File: src/rtl/mulDivPkg.sv
package mulDivPkg;
  localparam int SEL_W = 3;
  localparam int RD_W  = 2;

  localparam logic [SEL_W-1:0] WA_MCAND  = 3'd0;
  localparam logic [SEL_W-1:0] WA_MPLIER = 3'd1;
  localparam logic [SEL_W-1:0] WA_DVD_LO = 3'd2;
  localparam logic [SEL_W-1:0] WA_DVD_HI = 3'd3;
  localparam logic [SEL_W-1:0] WA_DIVSR  = 3'd4;

  typedef struct packed {
    logic wrMcand;
    logic wrDvdLo;
    logic wrDvdHi;
    logic startMul;
    logic startDiv;
    logic divZero;
    logic stepMul;
    logic stepDiv;
    logic lastStep;
  } mdCtl_t;
endpackage

File: src/rtl/mulDivCtrl.sv
module mulDivCtrl
  import mulDivPkg::*;
#(
  parameter int OPW = 8
) (
  input  logic             clk,
  input  logic             rstN,
  input  logic             wrEn,
  input  logic [SEL_W-1:0] regSel,
  input  logic [OPW-1:0]   wrData,
  output mdCtl_t           ctl,
  output logic             busy
);
  localparam int MUL_STEPS = OPW;
  localparam int DIV_STEPS = 2 * OPW;
  localparam int CNT_W     = $clog2(DIV_STEPS + 1);

  typedef enum logic [1:0] {S_IDLE, S_MUL, S_DIV} mdState_t;

  mdState_t   state;
  logic [CNT_W-1:0] cnt;
  logic       trigger;

  always_comb begin
    ctl          = '0;
    ctl.wrMcand  = wrEn && regSel == WA_MCAND;
    ctl.wrDvdLo  = wrEn && regSel == WA_DVD_LO;
    ctl.wrDvdHi  = wrEn && regSel == WA_DVD_HI;
    ctl.startMul = wrEn && regSel == WA_MPLIER;
    ctl.startDiv = wrEn && regSel == WA_DIVSR && wrData != '0;
    ctl.divZero  = wrEn && regSel == WA_DIVSR && wrData == '0;
    trigger      = ctl.startMul || ctl.startDiv || ctl.divZero;
    ctl.stepMul  = state == S_MUL && !trigger;
    ctl.stepDiv  = state == S_DIV && !trigger;
    ctl.lastStep = cnt == CNT_W'(1);
  end

  always_ff @(posedge clk or negedge rstN) begin
    if (!rstN) begin
      state <= S_IDLE;
      cnt   <= '0;
    end else if (ctl.startMul) begin
      state <= S_MUL;
      cnt   <= CNT_W'(MUL_STEPS);
    end else if (ctl.startDiv) begin
      state <= S_DIV;
      cnt   <= CNT_W'(DIV_STEPS);
    end else if (ctl.divZero) begin
      state <= S_IDLE;
      cnt   <= '0;
    end else if (state != S_IDLE) begin
      cnt <= cnt - CNT_W'(1);
      if (ctl.lastStep) state <= S_IDLE;
    end
  end

  assign busy = state != S_IDLE;
endmodule

File: src/rtl/mulDivPath.sv
module mulDivPath
  import mulDivPkg::*;
#(
  parameter int OPW = 8
) (
  input  logic             clk,
  input  logic             rstN,
  input  mdCtl_t           ctl,
  input  logic [OPW-1:0]   wrData,
  output logic [2*OPW-1:0] quoOut,
  output logic [2*OPW-1:0] resOut,
  output logic [2*OPW-1:0] dvdOut
);
  localparam int RES_W = 2 * OPW;

  logic [OPW-1:0]   mcandReg;
  logic [RES_W-1:0] dvdReg;
  logic [RES_W-1:0] accReg;
  logic [RES_W-1:0] shiftA;
  logic [OPW-1:0]   shiftB;
  logic [OPW-1:0]   remWork;
  logic [RES_W-1:0] quoReg;
  logic [RES_W-1:0] resReg;

  logic [RES_W-1:0] accNext;
  logic [OPW:0]     trial;
  logic [OPW:0]     diff;
  logic             fits;
  logic [OPW-1:0]   remNext;
  logic [RES_W-1:0] quoNext;

  always_comb begin
    accNext = accReg + (shiftB[0] ? shiftA : '0);
    trial   = {remWork, shiftA[RES_W-1]};
    diff    = trial - {1'b0, shiftB};
    fits    = !diff[OPW];
    remNext = fits ? diff[OPW-1:0] : trial[OPW-1:0];
    quoNext = {shiftA[RES_W-2:0], fits};
  end

  always_ff @(posedge clk or negedge rstN) begin
    if (!rstN) begin
      mcandReg <= '0;
      dvdReg   <= '0;
      accReg   <= '0;
      shiftA   <= '0;
      shiftB   <= '0;
      remWork  <= '0;
      quoReg   <= '0;
      resReg   <= '0;
    end else begin
      if (ctl.wrMcand) mcandReg <= wrData;
      if (ctl.wrDvdLo) dvdReg[OPW-1:0] <= wrData;
      if (ctl.wrDvdHi) dvdReg[RES_W-1:OPW] <= wrData;
      if (ctl.startMul) begin
        accReg <= '0;
        shiftA <= {{OPW{1'b0}}, mcandReg};
        shiftB <= wrData;
      end else if (ctl.startDiv) begin
        remWork <= '0;
        shiftA  <= dvdReg;
        shiftB  <= wrData;
      end else if (ctl.divZero) begin
        quoReg <= '1;
        resReg <= dvdReg;
      end else if (ctl.stepMul) begin
        accReg <= accNext;
        shiftA <= shiftA << 1;
        shiftB <= shiftB >> 1;
        if (ctl.lastStep) resReg <= accNext;
      end else if (ctl.stepDiv) begin
        remWork <= remNext;
        shiftA  <= quoNext;
        if (ctl.lastStep) begin
          quoReg <= quoNext;
          resReg <= {{OPW{1'b0}}, remNext};
        end
      end
    end
  end

  assign quoOut = quoReg;
  assign resOut = resReg;
  assign dvdOut = dvdReg;
endmodule

File: src/rtl/mulDivUnit.sv
module mulDivUnit
  import mulDivPkg::*;
#(
  parameter int OPW = 8
) (
  input  logic             clk,
  input  logic             rstN,
  input  logic [SEL_W-1:0] regSel,
  input  logic             wrEn,
  input  logic [OPW-1:0]   wrData,
  input  logic [RD_W-1:0]  rdSel,
  output logic [OPW-1:0]   rdData,
  output logic             busy
);
  localparam int RES_W = 2 * OPW;

  mdCtl_t           ctl;
  logic [RES_W-1:0] quoVal;
  logic [RES_W-1:0] resVal;
  logic [RES_W-1:0] dvdVal;

  mulDivCtrl #(.OPW(OPW)) u_ctrl (
    .clk(clk), .rstN(rstN), .wrEn(wrEn), .regSel(regSel),
    .wrData(wrData), .ctl(ctl), .busy(busy)
  );

  mulDivPath #(.OPW(OPW)) u_path (
    .clk(clk), .rstN(rstN), .ctl(ctl), .wrData(wrData),
    .quoOut(quoVal), .resOut(resVal), .dvdOut(dvdVal)
  );

  always_comb begin
    case (rdSel)
      2'd0:    rdData = quoVal[OPW-1:0];
      2'd1:    rdData = quoVal[RES_W-1:OPW];
      2'd2:    rdData = resVal[OPW-1:0];
      default: rdData = resVal[RES_W-1:OPW];
    endcase
  end
endmodule

File: config.mk
export PLATFORM = sky130hd
export DESIGN_NAME = mulDivUnit
export DESIGN_NICKNAME = d
export VERILOG_FILES = /design/src/rtl/mulDivPkg.sv /design/src/rtl/mulDivCtrl.sv /design/src/rtl/mulDivPath.sv /design/src/rtl/mulDivUnit.sv
export SDC_FILE = /design/constraint.sdc
export NUM_CORES = 1
export LEC_CHECK = 0
export ABC_AREA = 1
export BUFFER_PORTS_ARGS = -buffer_cell sky130_fd_sc_hd__buf_2
export CAP_MARGIN = 25
export CORE_ASPECT_RATIO = 1.5
export CORE_UTILIZATION = 41
export CTS_BUF_LIST = sky130_fd_sc_hd__clkbuf_8
export DETAILED_ROUTE_END_ITERATION = 8
export PLACE_DENSITY = 0.64
export SYNTH_ARGS = -nofsm -noshare
export SYNTH_HDL_FRONTEND = slang
export SYNTH_SLANG_ARGS = --single-unit
File: constraint.sdc
create_clock -name clk -period 3.4 [get_ports clk]
set_input_delay 0.34 -clock clk [delete_from_list [all_inputs] [get_ports clk]]
set_output_delay 0.34 -clock clk [all_outputs]
set_load 0.05 [all_outputs]
After elaboration in Yosys (flattened, before gate mapping)
Index checks and enable logic that the tools add are counted.
Storage, ports and cells
  flip-flop bits (word level): 111
  bits of input ports: 16
Operators by class
  reduce and logical (&&, ||, !) cells: 34
  mux-type cells: 38
  equal/unequal tests: 17
  add/subtract/negate cells: 3
  bitwise operators: 2
Operator list (count)
  16-bit two-way mux: 19
  8-bit two-way mux: 9
  8-bit one-hot mux with 3 select lines: 1
  5-bit two-way mux: 4
  16-bit adder: 1
  4-bit nonzero test: 3
  2-bit two-way mux: 5
  2-bit by 1-bit inequality test with 1-bit output (second input constant): 5
  5-bit AND reduction: 2
  2-bit nonzero test: 5
  1-bit logical AND: 9
  9-bit by 8-bit subtractor with 9-bit output: 1
  8-bit logical NOT: 1
  8-bit nonzero test: 1
  3-bit by 2-bit == test with 1-bit output (second input constant): 2
  3-bit by 2-bit inequality test with 1-bit output (second input constant): 2
  2-bit AND reduction: 3
  3-bit nonzero test: 2
  5-bit by 1-bit == test with 1-bit output (second input constant): 1
  5-bit by 1-bit subtractor with 5-bit output (second input constant): 1
  2-bit by 1-bit == test with 1-bit output (second input constant): 2
  2-bit == test (second input constant): 2
  4-bit AND reduction: 1
  3-bit by 1-bit == test with 1-bit output (second input constant): 1
  8 further kinds: 11

Depth between registers and ports, before layout
  depth in word-level cells: 12
  gate-level depth with buffers: 16

Cells and area by module
From an unflattened synthesis, not the netlist that was laid out.
Second synthesis, totals
  cell total of the unflattened synthesis: 940
  area total of the unflattened synthesis: 6849.1 sq um
By module, submodules not included
  mulDivPath: sequential area each 2602.5 sq um, area each 6012.0 sq um, cells each 815, instances 1
  mulDivCtrl: sequential area each 175.2 sq um, area each 573.0 sq um, cells each 78, instances 1
  mulDivUnit: sequential area each 0.0 sq um, area each 264.0 sq um, cells each 47, instances 1

Worst setup path before layout
No wires, ideal clock.
  kind: reg-to-reg
  start point: register u_path.shiftB[0]
  end point: register u_path.resReg[8], in the netlist u_path.resOut[8]
  period minus slack after synthesis: 2.069 ns
  arrival time: 1.953 ns
  setup time: 0.116 ns
  setup slack: 1.331 ns
  stages on the path, launching flop included: 14
  cells stage by stage: dfrtp_1 clkbuf_1 clkbuf_1 nand2_1 inv_1 ha_1 nand2_1 inv_1 a21oi_1 nand2_1 o21ai_0 o21ai_0 nand2_1 nand2_1
Between the ends
  cells in the longest elaborated chain, start to end: 5
RTL lines
  start, declared: RTL line mulDivPath.sv:20  | logic [OPW-1:0] shiftB;
  start signal, assigned: RTL line mulDivPath.sv:58  | shiftB <= wrData;
  start signal, assigned: RTL line mulDivPath.sv:62  | shiftB <= wrData;
  start signal, assigned: RTL line mulDivPath.sv:69  | shiftB <= shiftB >> 1;
  16-bit two-way mux: RTL line mulDivPath.sv:33  | accNext = accReg + (shiftB[0] ? shiftA : '0);
  16-bit adder: RTL line mulDivPath.sv:33
  16-bit two-way mux: RTL line mulDivPath.sv:70  | if (ctl.lastStep) resReg <= accNext;
  16-bit two-way mux: RTL line mulDivPath.sv:66  | end else if (ctl.stepMul) begin
  16-bit two-way mux: RTL line mulDivPath.sv:63  | end else if (ctl.divZero) begin
  end signal, assigned: RTL line mulDivPath.sv:65  | resReg <= dvdReg;
  end signal, assigned: RTL line mulDivPath.sv:70
  end signal, assigned: RTL line mulDivPath.sv:76  | resReg <= {{OPW{1'b0}}, remNext};
  end, declared: RTL line mulDivPath.sv:23  | logic [RES_W-1:0] resReg;
No other way between the ends. The select of a mux whose other input is x is not followed.
A chain may end at the register's enable or synchronous reset.

Final worst setup path
  start point: register u_path.shiftB[0]
  end point: register u_path.resReg[5], in the netlist u_path.resOut[5]
Between the ends
  cells in the longest elaborated chain, start to end: 6
  elaborated cells on any way between the ends: 9
  those cells by class: add/sub: 2; mux: 7
RTL lines
  9-bit by 8-bit subtractor with 9-bit output: RTL line mulDivPath.sv:35  | diff = trial - {1'b0, shiftB};
  8-bit two-way mux: RTL line mulDivPath.sv:37  | remNext = fits ? diff[OPW-1:0] : trial[OPW-1:0];
  16-bit two-way mux: RTL line mulDivPath.sv:74  | if (ctl.lastStep) begin
  16-bit two-way mux: RTL line mulDivPath.sv:71  | end else if (ctl.stepDiv) begin
  16-bit two-way mux (*): RTL line mulDivPath.sv:66
  16-bit two-way mux (*): RTL line mulDivPath.sv:63
Every way passes the cells marked *; elsewhere a longest branch is shown, timed or not. The select of a mux whose other input is x is not followed.

==> results.py <==
metrics = {
    "synthesis": {
        "yosys_warnings": 0,
        "async_flop_share_pct": 100,
        "netlist_area_um2": 6890,
        "synth_cell_types": 40,
        "synth-seq-cells": 111,
        "netlist_instances": 936,
        "avgSynthCellArea_um2": 7.36,
        "synth-seq-area-share_pct": 40.3,
        "ys.flop_type": "dfrtp_1",
        "synth_commonest_cells": "nand2_1, inv_1, dfrtp_1",
        "synth_edf_count": 0,
        "synth_top_cell_by_area": "dfrtp_1",
        "synth_top_cell_area_share_pct": 40.3,
        "synth_area_leaders": "dfrtp_1, nand2_1, inv_1",
        "yosysMostFrequentCell": "nand2_1",
        "synth_nets": 980,
    },
    "global_route": {
        "first_global_vias": 5891,
        "grt_overflow_total": 0,
        "antenna_found_initial": 0,
        "grt.total_usage_pct": 23.2,
        "grt_max_degree": 112,
        "grt_pass1_wl_mm": 30.7,
    },
    "place": {
        "dp_cells": 1143,
        "dp_slack_ns": 0.833,
        "place_area_um2": 7120,
        "place_hpwl_mm": 14.2,
        "gp_congestion": 0.860,
        "portBuffers": 24,
    },
    "job": {
        "drv_cap": 0,
    },
    "timing": {
        "hold_viol_final": 0,
        "final_max_slew_viol_count": 0,
        "period_share_pct": 76.4,
        "tns_ns": 0,
        "setup_viol": 0,
        "rsz0062_at_grt": "no",
        "fin_ws_ns": 0.801,
        "final.min_clock_period_ns": 2.60,
        "finalClockSkew_ns": 0.0238,
        "max_freq_mhz": 385,
        "tightest_slew_ns": 0.668,
        "max_slew_margin_pct": 55.4,
    },
    "power_and_ir_drop": {
        "p_leak_nw": 4.01,
        "p_per_area_nw_per_um2": 876,
        "ir_worst_vdd_v": 0.000358,
        "power_mw": 6.40,
    },
    "drt": {
        "num_vias": 5945,
        "viasPerCell": 5.13,
        "ant_nets": 0,
        "drt_first_pass_iters": 5,
        "drc": 0,
        "drt_iter0_markers": 402,
        "wirelength_mm": 18.8,
        "avgRoutedWirePerCell_um": 16.2,
    },
    "die": {
        "die_x_um": 108,
        "core_um2": 16300,
        "dieArea_um2": 17300,
        "num_rows": 57,
        "start_util_pct": 42.2,
        "io_pins": 25,
        "die_y_um": 161,
    },
    "setup_path": {
        "crit_chain": "ha_1 > inv_1 > fa_1 > nand2_1 > nand2_1 > nand3_2 > nand3_2 > nand2_4 > nand2_1 > nand3_1 > nand2_1 > nand2_1 > nand2_1",
        "path_delay_family": "simple AND/OR/NAND/NOR gates",
        "worstSetupEndpointType": "flop",
        "slowest_stage": "dfrtp_1",
        "critPathKind": "flop to flop",
        "required_ns": 3.67,
        "start_kind": "flop",
        "critPathMaxFanout": 18,
        "max_stage_delay_ns": 0.76,
        "path_buf_inv": 1,
        "crit_arrival_ns": 2.87,
        "rrSetupSlack_ns": 0.80,
        "crit_top_cell": "nand2_1",
    },
    "worst_hold_path": {
        "holdCritPathClass": "input pin to async pin",
    },
    "clock_tree": {
        "cts_resized": 0,
        "cts_tree": "built",
        "clock_latency_ns": 0.39,
        "clk_pin_slew_ns": 0.11,
        "clock-sinks": 111,
        "root_buffer": "clkbuf_8",
        "cts_buffers": 9,
        "postCtsHoldBufs": 0,
        "post-cts-setup-buffers": 0,
        "cts_max_level": 3,
        "clock_path_buffers": 2,
    },
    "cells_and_area": {
        "instances_no_fill": 1159,
        "fillCellCount": 1680,
        "drive_gt1_share_pct": 9.86,
        "antenna_cells": 0,
        "fin_nets": 992,
        "fin_area_um2": 7300,
        "seq_area_um2": 2780,
        "multi_input_area_um2": 3440,
        "syn_to_final_growth_pct": 5.98,
    },
    "outcome": {
        "status": "finished clean",
    },
}
-- registers in the layout, summed over array words and instances, names as in the netlist --
signal / flops
u_ctrl.state: 2
u_ctrl.cnt: 5
u_path.dvdOut: 16
u_path.accReg: 16
u_path.shiftA: 16
u_path.resOut: 16
u_path.quoOut: 16
u_path.shiftB: 8
u_path.remWork: 8
u_path.mcandReg: 8
-- layer usage --
| metal | vias to the layer above | global-route usage [%] | part of all wire [%] |
|---|---|---|---|
| li1 | 3011 | - | - |
| met2 | 112 | 40.5 | 51 |
| met4 | 0 | 13.4 | 5.5 |
| met1 | 2784 | 26.8 | 41 |
| met5 | - | 0 | 0 |
| met3 | 38 | 3.13 | 2.9 |
-- path summary, 6_finish.rpt --
kind                                       start           endpoint  cells after the start
worst max register to register  u_path.shiftB[0]   u_path.resOut[5]                     13
max in group asynchronous                   rstN  u_path.shiftA[15]                      2
min in group clk                       wrData[6]   u_path.dvdOut[6]                      3
worst min register to register  u_path.dvdOut[3]   u_path.dvdOut[3]                      2
worst max-delay path            u_path.shiftB[0]   u_path.resOut[5]                     13
worst min-delay path                        rstN   u_path.accReg[0]                      2
-- final cells by class --
class	instances	share of cell area, %
Multi-Input combinational cell	671	47.1
Sequential cell	111	38.1
Inverter	129	6.81
Tap cell	206	3.53
Timing Repair Buffer	26	2.06
Clock buffer	9	1.70
Clock inverter	7	0.754
-- through the flow --
stage / utilization (%) / hold WS [ns]
global route: 44.7 / 0.0592
CTS: 44.7 / 0.0517
global placement: 43.6 / 0.466
floorplan: - / 0.0444
detailed placement: 43.6 / 0.468
finish: 44.7 / 0.0228
-- cells in the final DEF, fill, tap and decap left out, types with 4 or more instances in the layout --
cell and n:
nand2_1 306, inv_1 121, dfrtp_1 111, nand3_1 75, nor2_1 68, o21ai_0 59, a21oi_1 34, ha_1 26
buf_2 23, o21ai_2 17, o21ai_1 11, nand3b_1 9, clkbuf_8 9, o2111ai_1 8, o22ai_1 7, inv_2 6
nand4_1 5, nand2_2 5, xnor2_1 5, nor3_1 5, nor2_4 4, nand2_4 4, xor2_1 4
-- kinds of logic after synthesis --
kind of cell             count (synthesis)  share of synthesized area [%]
AND/OR/NAND/NOR                        494                           31.5
buffers and inverters                  154                           9.76
AO/OA/AOI/OAI                          140                           11.9
flip-flops                             111                           40.3
adder cells (fa/ha/maj)                 28                           5.31
XOR/XNOR                                 9                           1.14
-- power by group --
group          switching, mW  internal, mW  total (mW)  leakage (nW)
Sequential             0.477          1.82        2.29          1.41
Combinational           2.18          1.15        3.33          2.50
Clock                  0.493         0.278       0.772        0.0977
Note: power is estimated with default switching activity, not from simulation.
